`src/rtl/seg_xlat_pkg.sv`:
```
package seg_xlat_pkg;

    typedef enum logic [1:0] {
        FLT_NONE   = 2'b00,
        FLT_BOUNDS = 2'b01,
        FLT_PERM   = 2'b10,
        FLT_NOSEG  = 2'b11
    } fault_e;

    typedef enum logic [1:0] {
        ACC_FETCH = 2'b00,
        ACC_LOAD  = 2'b01,
        ACC_STORE = 2'b10,
        ACC_RSVD  = 2'b11
    } acc_e;

    localparam int PERM_W     = 3;
    localparam int PERM_FETCH = 0;
    localparam int PERM_LOAD  = 1;
    localparam int PERM_STORE = 2;

    function automatic logic kind_allowed(input logic [PERM_W-1:0] perm,
                                          input logic [1:0] kind);
        logic ok;
        case (kind)
            ACC_FETCH: ok = perm[PERM_FETCH];
            ACC_LOAD:  ok = perm[PERM_LOAD];
            ACC_STORE: ok = perm[PERM_STORE];
            default:   ok = 1'b0;
        endcase
        return ok;
    endfunction

endpackage

```
`src/rtl/seg_table.sv`:
```
module seg_table
    import seg_xlat_pkg::*;
#(
    parameter int SEG_COUNT = 8,
    parameter int OFF_W     = 16,
    parameter int BASE_W    = 32,
    localparam int SEG_W    = $clog2(SEG_COUNT),
    localparam int LIM_W    = OFF_W + 1
) (
    input  logic              clk,
    input  logic              rst,
    input  logic              wr_en,
    input  logic [SEG_W-1:0]  wr_idx,
    input  logic              wr_valid,
    input  logic [BASE_W-1:0] wr_base,
    input  logic [LIM_W-1:0]  wr_limit,
    input  logic [PERM_W-1:0] wr_perm,
    input  logic [SEG_W-1:0]  rd_idx,
    output logic              rd_valid,
    output logic [BASE_W-1:0] rd_base,
    output logic [LIM_W-1:0]  rd_limit,
    output logic [PERM_W-1:0] rd_perm
);

    logic              ent_valid [SEG_COUNT];
    logic [BASE_W-1:0] ent_base  [SEG_COUNT];
    logic [LIM_W-1:0]  ent_limit [SEG_COUNT];
    logic [PERM_W-1:0] ent_perm  [SEG_COUNT];

    for (genvar g = 0; g < SEG_COUNT; g++) begin : g_entry
        logic hit_wr;
        assign hit_wr = wr_en && (wr_idx == SEG_W'(g));

        always_ff @(posedge clk) begin
            if (rst) begin
                ent_valid[g] <= 1'b0;
                ent_base[g]  <= '0;
                ent_limit[g] <= '0;
                ent_perm[g]  <= '0;
            end else if (hit_wr) begin
                ent_valid[g] <= wr_valid;
                ent_base[g]  <= wr_base;
                ent_limit[g] <= wr_limit;
                ent_perm[g]  <= wr_perm;
            end
        end
    end

    // Combinational read of the registered entry: a same-cycle write lands after this read
    always_comb begin
        rd_valid = ent_valid[rd_idx];
        rd_base  = ent_base[rd_idx];
        rd_limit = ent_limit[rd_idx];
        rd_perm  = ent_perm[rd_idx];
    end

endmodule

```
`src/rtl/seg_check.sv`:
```
module seg_check
    import seg_xlat_pkg::*;
#(
    parameter int OFF_W  = 16,
    parameter int BASE_W = 32,
    localparam int LIM_W = OFF_W + 1
) (
    input  logic              ent_valid,
    input  logic [BASE_W-1:0] ent_base,
    input  logic [LIM_W-1:0]  ent_limit,
    input  logic [PERM_W-1:0] ent_perm,
    input  logic [OFF_W-1:0]  offset,
    input  logic [1:0]        kind,
    output fault_e            fault,
    output logic [BASE_W-1:0] paddr
);

    logic in_bounds;
    assign in_bounds = {1'b0, offset} < ent_limit;

    always_comb begin
        paddr = '0;
        if (!ent_valid) begin
            fault = FLT_NOSEG;
        end else if (!in_bounds) begin
            fault = FLT_BOUNDS;
        end else if (!kind_allowed(ent_perm, kind)) begin
            fault = FLT_PERM;
        end else begin
            fault = FLT_NONE;
            paddr = ent_base + BASE_W'(offset);
        end
    end

endmodule

```
`src/rtl/seg_xlat.sv`:
```
module seg_xlat
    import seg_xlat_pkg::*;
#(
    parameter int SEG_COUNT = 8,
    parameter int OFF_W     = 16,
    parameter int BASE_W    = 32,
    localparam int SEG_W    = $clog2(SEG_COUNT),
    localparam int LIM_W    = OFF_W + 1,
    localparam int VA_W     = SEG_W + OFF_W
) (
    input  logic              clk,
    input  logic              rst,
    input  logic              cfg_we,
    input  logic [SEG_W-1:0]  cfg_idx,
    input  logic              cfg_valid,
    input  logic [BASE_W-1:0] cfg_base,
    input  logic [LIM_W-1:0]  cfg_limit,
    input  logic [2:0]        cfg_perm,
    input  logic              req_valid,
    output logic              req_ready,
    input  logic [VA_W-1:0]   req_vaddr,
    input  logic [1:0]        req_kind,
    output logic              rsp_valid,
    output logic [BASE_W-1:0] rsp_paddr,
    output logic [1:0]        rsp_fault
);

    logic [SEG_W-1:0]  seg_num;
    logic [OFF_W-1:0]  offset;
    logic              t_valid;
    logic [BASE_W-1:0] t_base;
    logic [LIM_W-1:0]  t_limit;
    logic [PERM_W-1:0] t_perm;
    fault_e            c_fault;
    logic [BASE_W-1:0] c_paddr;
    logic              accept;

    assign seg_num   = req_vaddr[VA_W-1 -: SEG_W];
    assign offset    = req_vaddr[OFF_W-1:0];
    assign req_ready = !rst;
    assign accept    = req_valid && req_ready;

    seg_table #(
        .SEG_COUNT (SEG_COUNT),
        .OFF_W     (OFF_W),
        .BASE_W    (BASE_W)
    ) u_table (
        .clk      (clk),
        .rst      (rst),
        .wr_en    (cfg_we),
        .wr_idx   (cfg_idx),
        .wr_valid (cfg_valid),
        .wr_base  (cfg_base),
        .wr_limit (cfg_limit),
        .wr_perm  (cfg_perm),
        .rd_idx   (seg_num),
        .rd_valid (t_valid),
        .rd_base  (t_base),
        .rd_limit (t_limit),
        .rd_perm  (t_perm)
    );

    seg_check #(
        .OFF_W  (OFF_W),
        .BASE_W (BASE_W)
    ) u_check (
        .ent_valid (t_valid),
        .ent_base  (t_base),
        .ent_limit (t_limit),
        .ent_perm  (t_perm),
        .offset    (offset),
        .kind      (req_kind),
        .fault     (c_fault),
        .paddr     (c_paddr)
    );

    always_ff @(posedge clk) begin
        if (rst) begin
            rsp_valid <= 1'b0;
            rsp_paddr <= '0;
            rsp_fault <= FLT_NONE;
        end else begin
            rsp_valid <= accept;
            rsp_paddr <= accept ? c_paddr : '0;
            rsp_fault <= accept ? c_fault : FLT_NONE;
        end
    end

endmodule

```
`config.mk`:
```
export PLATFORM = sky130hd
export DESIGN_NAME = seg_xlat
export DESIGN_NICKNAME = d
export VERILOG_FILES = /design/src/rtl/seg_xlat_pkg.sv /design/src/rtl/seg_table.sv /design/src/rtl/seg_check.sv /design/src/rtl/seg_xlat.sv
export SDC_FILE = /design/constraint.sdc
export NUM_CORES = 1
export LEC_CHECK = 0
export BUFFER_PORTS_ARGS = -buffer_cell sky130_fd_sc_hd__buf_2
export CAP_MARGIN = 20
export CORE_ASPECT_RATIO = 1.2
export CORE_MARGIN = 2
export CORE_UTILIZATION = 62
export DETAILED_ROUTE_END_ITERATION = 8
export GPL_TIMING_DRIVEN = 1
export MAX_ROUTING_LAYER = met4
export PLACE_DENSITY = 0.9
export SYNTH_ARGS = -nofsm -noshare
export SYNTH_HDL_FRONTEND = slang
export SYNTH_SLANG_ARGS = --single-unit
```
`constraint.sdc`:
```
create_clock -name clk -period 13.9 [get_ports clk]
set_clock_uncertainty 0.2 [all_clocks]
set_input_delay 1.39 -clock clk [delete_from_list [all_inputs] [get_ports clk]]
set_output_delay 1.39 -clock clk [all_outputs]
set_load 0.01 [all_outputs]
```
Word-level counts from Yosys, hierarchy flattened

Memory sizes are Yosys's and may differ from the RTL's.
Index checks and enable logic that the tools add are counted.

Magnitude comparators: 1
Multiplexer cells: 64
Equal/unequal tests: 9
Reductions and logical operators: 14
Add/sub/neg operators: 1
Bitwise logic cells: 36

Operators by type and width:

| kind                                                 | count |
|---|---|
| 2-to-1 mux 32 bit                                    | 8 |
| 2-to-1 mux 17 bit                                    | 8 |
| 2-to-1 mux 1 bit                                     | 36 |
| adder 32 x 16 -> 32 bit                              | 1 |
| OR 1 bit                                             | 32 |
| 2-to-1 mux 3 bit                                     | 8 |
| < comparator 16 x 17 -> 1 bit                        | 1 |
| equality test 3 bit (second input constant)          | 4 |
| logical AND 1 bit                                    | 9 |
| equality test 3 x 2 -> 1 bit (second input constant) | 2 |
| 2-to-1 mux 2 bit                                     | 3 |
| OR reduction 5 bit                                   | 1 |
| inverter 1 bit                                       | 4 |
| equality test 3 x 1 -> 1 bit (second input constant) | 1 |
| logical NOT 3 bit                                    | 1 |
| case mux 1 bit (3 select lines)                      | 1 |
| equality test 2 x 1 -> 1 bit (second input constant) | 1 |
| equality test 2 bit (second input constant)          | 1 |
| logical NOT 2 bit                                    | 1 |
| OR reduction 2 bit                                   | 1 |
| logical NOT 1 bit                                    | 1 |

Output and inout port bits: 36
Input bits: 81
Memories: 4
Bits in registers: 35
Word-level logic and storage cells: 132
RAM bits: 424

Memories:

| name              | words | width | rd ports | clocked after memory_dff | write ports | line            | text |
|---|---|---|---|---|---|---|---|
| u_table.ent_base  | 8     | 32    | 1        | 0                        | 8           | seg_table.sv:26 | `logic [BASE_W-1:0] ent_base [SEG_COUNT];` |
| u_table.ent_limit | 8     | 17    | 1        | 0                        | 8           | seg_table.sv:27 | `logic [LIM_W-1:0] ent_limit [SEG_COUNT];` |
| u_table.ent_perm  | 8     | 3     | 1        | 0                        | 8           | seg_table.sv:28 | `logic [PERM_W-1:0] ent_perm [SEG_COUNT];` |
| u_table.ent_valid | 8     | 1     | 1        | 0                        | 8           | seg_table.sv:25 | `logic ent_valid [SEG_COUNT];` |

Depth between registers and ports, before layout

Depth after elaboration: 7
Gate-level depth with buffers: 19
Mapped depth without buffers: 13

By module

Synthesis repeated with hierarchy kept, for this count alone.

Cells, all modules: 1579
Area total of the unflattened synthesis: 21785.9 µm²

By module, submodules not included:

| module    | times used | seq. area each (µm²) | cells an instance | area an instance (µm²) |
|---|---|---|---|---|
| seg_table | 1          | 12732.2              | 1200              | 18738.0 |
| seg_check | 1          | 0.0                  | 302               | 1985.7 |
| seg_xlat  | 1          | 700.7                | 77                | 1062.3 |

Least setup slack after synthesis

No wires, ideal clock.

Path kind: input to register
From: in cfg_idx[0]
To: mem u_table.ent_base[0][0], enable pin
Path slack: 7.643 ns
Setup time: 0.543 ns
Buffers on the path: 0
Arrival time: 5.514 ns
Cell stages on the path: 2
Data required time: 13.157 ns
Cell sequence: nand2b_1 > o31ai_1

RTL lines:

| element     | line            | text |
|---|---|---|
| from (decl) | seg_xlat.sv:14  | `input logic [SEG_W-1:0] cfg_idx,` |
| to (decl)   | seg_table.sv:26 |  |

Final worst setup path

From: in req_vaddr[16]
To: reg rsp_paddr[25]

Cells in the longest elaborated chain, start to end: 6
Elaborated cells on any way between the ends: 13
Those cells by class: add/sub: 1; order compare: 1; mux: 3; bitwise: 3; reduce/logical: 1; memory: 4

Ends and longest elaborated chain:

| element                                                                          | line           | text |
|---|---|---|
| from (decl)                                                                      | seg_xlat.sv:21 | `input logic [VA_W-1:0] req_vaddr,` |
| parallel branches: the longest is 6 deep, another holds memory read (8 x 17 bit) | n/a            |  |
| to (signal assigned)                                                             | seg_xlat.sv:84 | `rsp_paddr <= accept ? c_paddr : '0;` |
| to (decl)                                                                        | seg_xlat.sv:24 | `output logic [BASE_W-1:0] rsp_paddr,` |

Parallel ways; which one is timed is not known. The select of a mux whose other input is x is not followed.
A chain may end at the register's enable or synchronous reset.

==> results.py <==
metrics = {
    "die": {
        "die_h_um": 207.6,
        "dieArea_mm2": 0.03604,
        "core_mm2": 0.03407,
        "fp.dieW_um": 173.6,
        "initial_core_util_pct": 62.84,
        "rows": 74,
        "pin_count": 117,
    },
    "detailed_routing": {
        "wirelength_mm": 52.98,
        "dr.pass1.iters": 7,
        "wl_per_cell_um": 26.41,
        "detail_route.iter0.violations": 1909,
        "vias": 12930,
        "drc": 0,
        "viasPerCell": 6.447,
        "ant_nets": 0,
    },
    "cells_and_area": {
        "fin_cells": 2006,
        "mostFrequentLayoutCells": "and2_1 (427), edfxtp_1 (424), buf_2 (113)",
        "fin_nets": 1620,
        "num-fill-cells": 2066,
        "syn_to_final_growth_pct": 11.29,
        "drive_gt1_share_pct": 22.73,
        "final_common_cell": "and2_1",
        "finalInstanceArea_mm2": 0.02383,
    },
    "logic_synthesis": {
        "synth_cells": 1403,
        "synth_ff_type": "edfxtp_1",
        "yosys.area_share.simple_pct": 15.97,
        "yosysWarnings": 0,
        "syn_area_per_cell_um2": 15.26,
        "yosysUniqueCellTypes": 75,
        "synth_compound_area_share_pct": 2.910,
        "synth_top_area_share_pct": 59.47,
        "synth_top_family_by_area": "simple AND/OR/NAND/NOR gates",
        "async_reset_ff_share_pct": 0,
        "synth_nets": 1516,
        "synth-edff-count": 424,
        "synth.largest_area_cell": "edfxtp_1",
        "synth_area_mm2": 0.02141,
        "synth_seq_cells": 459,
        "synthMuxAreaShare_pct": 13.87,
        "synth-xor-area-share_pct": 0.4500,
        "synth_fa_ha_area_share_pct": 1.905,
        "synthTopCellsByArea": "edfxtp_1 (59%), and2_1 (12%), mux4_2 (10%)",
        "ys_seq_area_share_pct": 62.74,
    },
    "global_routing": {
        "grt_pass1_wl_mm": 78.18,
        "antenna_found_initial": 9,
        "grt_pass1_vias": 13060,
        "grt.overflow.total": 0,
        "grt_max_degree": 67,
        "track_usage_pct": 30.17,
    },
    "place": {
        "place.gp.congestion": 0.8684,
        "io_buffers": 116,
        "pre_cts_ws_ns": 7.275,
        "dp_cells": 1919,
        "dp_hpwl_mm": 27.95,
        "place_area_mm2": 0.02246,
    },
    "critical_path": {
        "criticalPathCategory": "in2reg",
        "cp-start-kind": "input pin",
        "critPathMaxFanout": 66,
        "crit_arrival_ns": 6.36,
        "required_ns": 14.15,
        "cp-end-kind": "register",
    },
    "power": {
        "p_leak_nw": 8.720,
        "power.density_mw_per_mm2": 130.4,
        "vdd_ir_drop_max_uv": 85.28,
    },
    "clock_network": {
        "cts_buffer_depth": 3,
        "cts_root_buf": "clkbuf_16",
        "postCtsSetupRepairBufs": 0,
        "clock_sinks": 459,
        "hold_buffers": 0,
        "cts_buffers": 42,
        "h-tree-depth": 2,
        "path_clk_slew_ns": 0.06,
        "clock_latency_ns": 0.56,
        "post_cts_resized": 0,
        "tritoncts": "built",
    },
    "job": {
        "max-cap-violations": 0,
    },
    "sta": {
        "fin_ws_ns": 7.786,
        "fmax_mhz": 163.6,
        "setup_viol": 0,
        "period_share_pct": 43.98,
        "slew_viol_final": 0,
        "hold_slack_ns": 0.6917,
        "rsz0062_at_grt": "false",
        "slew-limit-headroom_pct": 25.81,
        "tightestPinTransition_ns": 1.085,
        "hold_viol": 0,
        "period_minus_slack_ns": 6.114,
        "setup_tns_ns": 0,
    },
    "worst_hold_path": {
        "hold_class": "reg2reg",
    },
    "run_status": {
        "status": "finished, final reports clean",
    },
}
[layer usage]
metal  global-route usage, %  wire length (µm)  vias to the layer above
met2                   47.93             26170                      860
met4                   13.39              1886                        0
met5                       -                 0                        -
li1                        -                 -                     5459
met1                   38.05             19210                     6476
met3                   6.190              5716                      137
[where the power goes]
part           internal (mW)  switching (mW)
logic                  0.139           0.212
clock network          0.642           0.493
registers               1.60          0.0264
[critical path: stages]
cell and delay [ns]:
buf_6 0.66, buf_4 0.74, mux4_2 0.64, mux2i_1 0.31, inv_1 0.09, ha_1 0.29
a21oi_1 0.07, nand4b_1 0.20, a21boi_1 0.29, a31oi_1 0.25, o21a_1 0.29, o31ai_2 0.56
a31oi_1 0.22, nor3b_1 0.26
[final timing paths]
check / startpoint / to / slack, ns / cells past startpoint
max: req_vaddr[16] / rsp_paddr[25] / 7.79 / 14
min: u_table.ent_valid[4] / rsp_fault[0] / 0.69 / 4
max reg2reg: u_table.ent_limit[3][15] / rsp_paddr[24] / 9.67 / 11
min reg2reg: u_table.ent_valid[4] / rsp_fault[0] / 0.69 / 4
[metrics by stage]
stage	utilization, %	power, mW
final	69.93	3.108
after global routing	69.93	3.187
after CTS	69.86	3.105
after detailed placement	65.93	1.988
after global placement	65.93	1.966
after floorplan	-	1.875
[layout make-up]
type	count	area, µm²	area share [%]
repair buffers	135	734.5	3.082
diodes	10	25.02	0.1050
flip-flops and latches	459	13430	56.37
clock inverters	21	185.2	0.7771
inverters	15	58.81	0.2468
clock buffers	56	1155	4.847
well taps	456	570.5	2.394
multi-input cells	854	7666	32.17
[state kept, by name (all words and copies together), names as in the netlist]
name / cells
rsp_fault: 2
u_table.ent_valid: 8
u_table.ent_base: 256
u_table.ent_perm: 24
u_table.ent_limit: 136
rsp_paddr: 32
rsp_valid: 1
[synth_stat cells (5+ instances only)]
library cell / instances
and2_1: 427
edfxtp_1: 424
mux4_2: 96
clkbuf_1: 49
dfxtp_1: 35
nor2_1: 34
ha_1: 31
mux2i_1: 27
nand2_1: 25
o21ai_0: 25
mux2_2: 22
a21oi_1: 18
nor3_1: 18
inv_1: 14
buf_2: 11
mux4_1: 10
nand3_1: 10
xnor2_1: 8
a31oi_1: 7
o21a_1: 7
nand2b_1: 6
a21o_1: 5
buf_6: 5
nand4_1: 5
o31ai_1: 5
[cell families after synthesis]
| logic type | Yosys count |
|---|---|
| AND/OR/NAND/NOR | 561 |
| flip-flops | 459 |
| multiplexers | 157 |
| AO/OA/AOI/OAI | 93 |
| buffers and inverters | 90 |
| adder cells (fa/ha/maj) | 32 |
| XOR/XNOR | 11 |
Note: power is estimated with default switching activity, not from simulation.
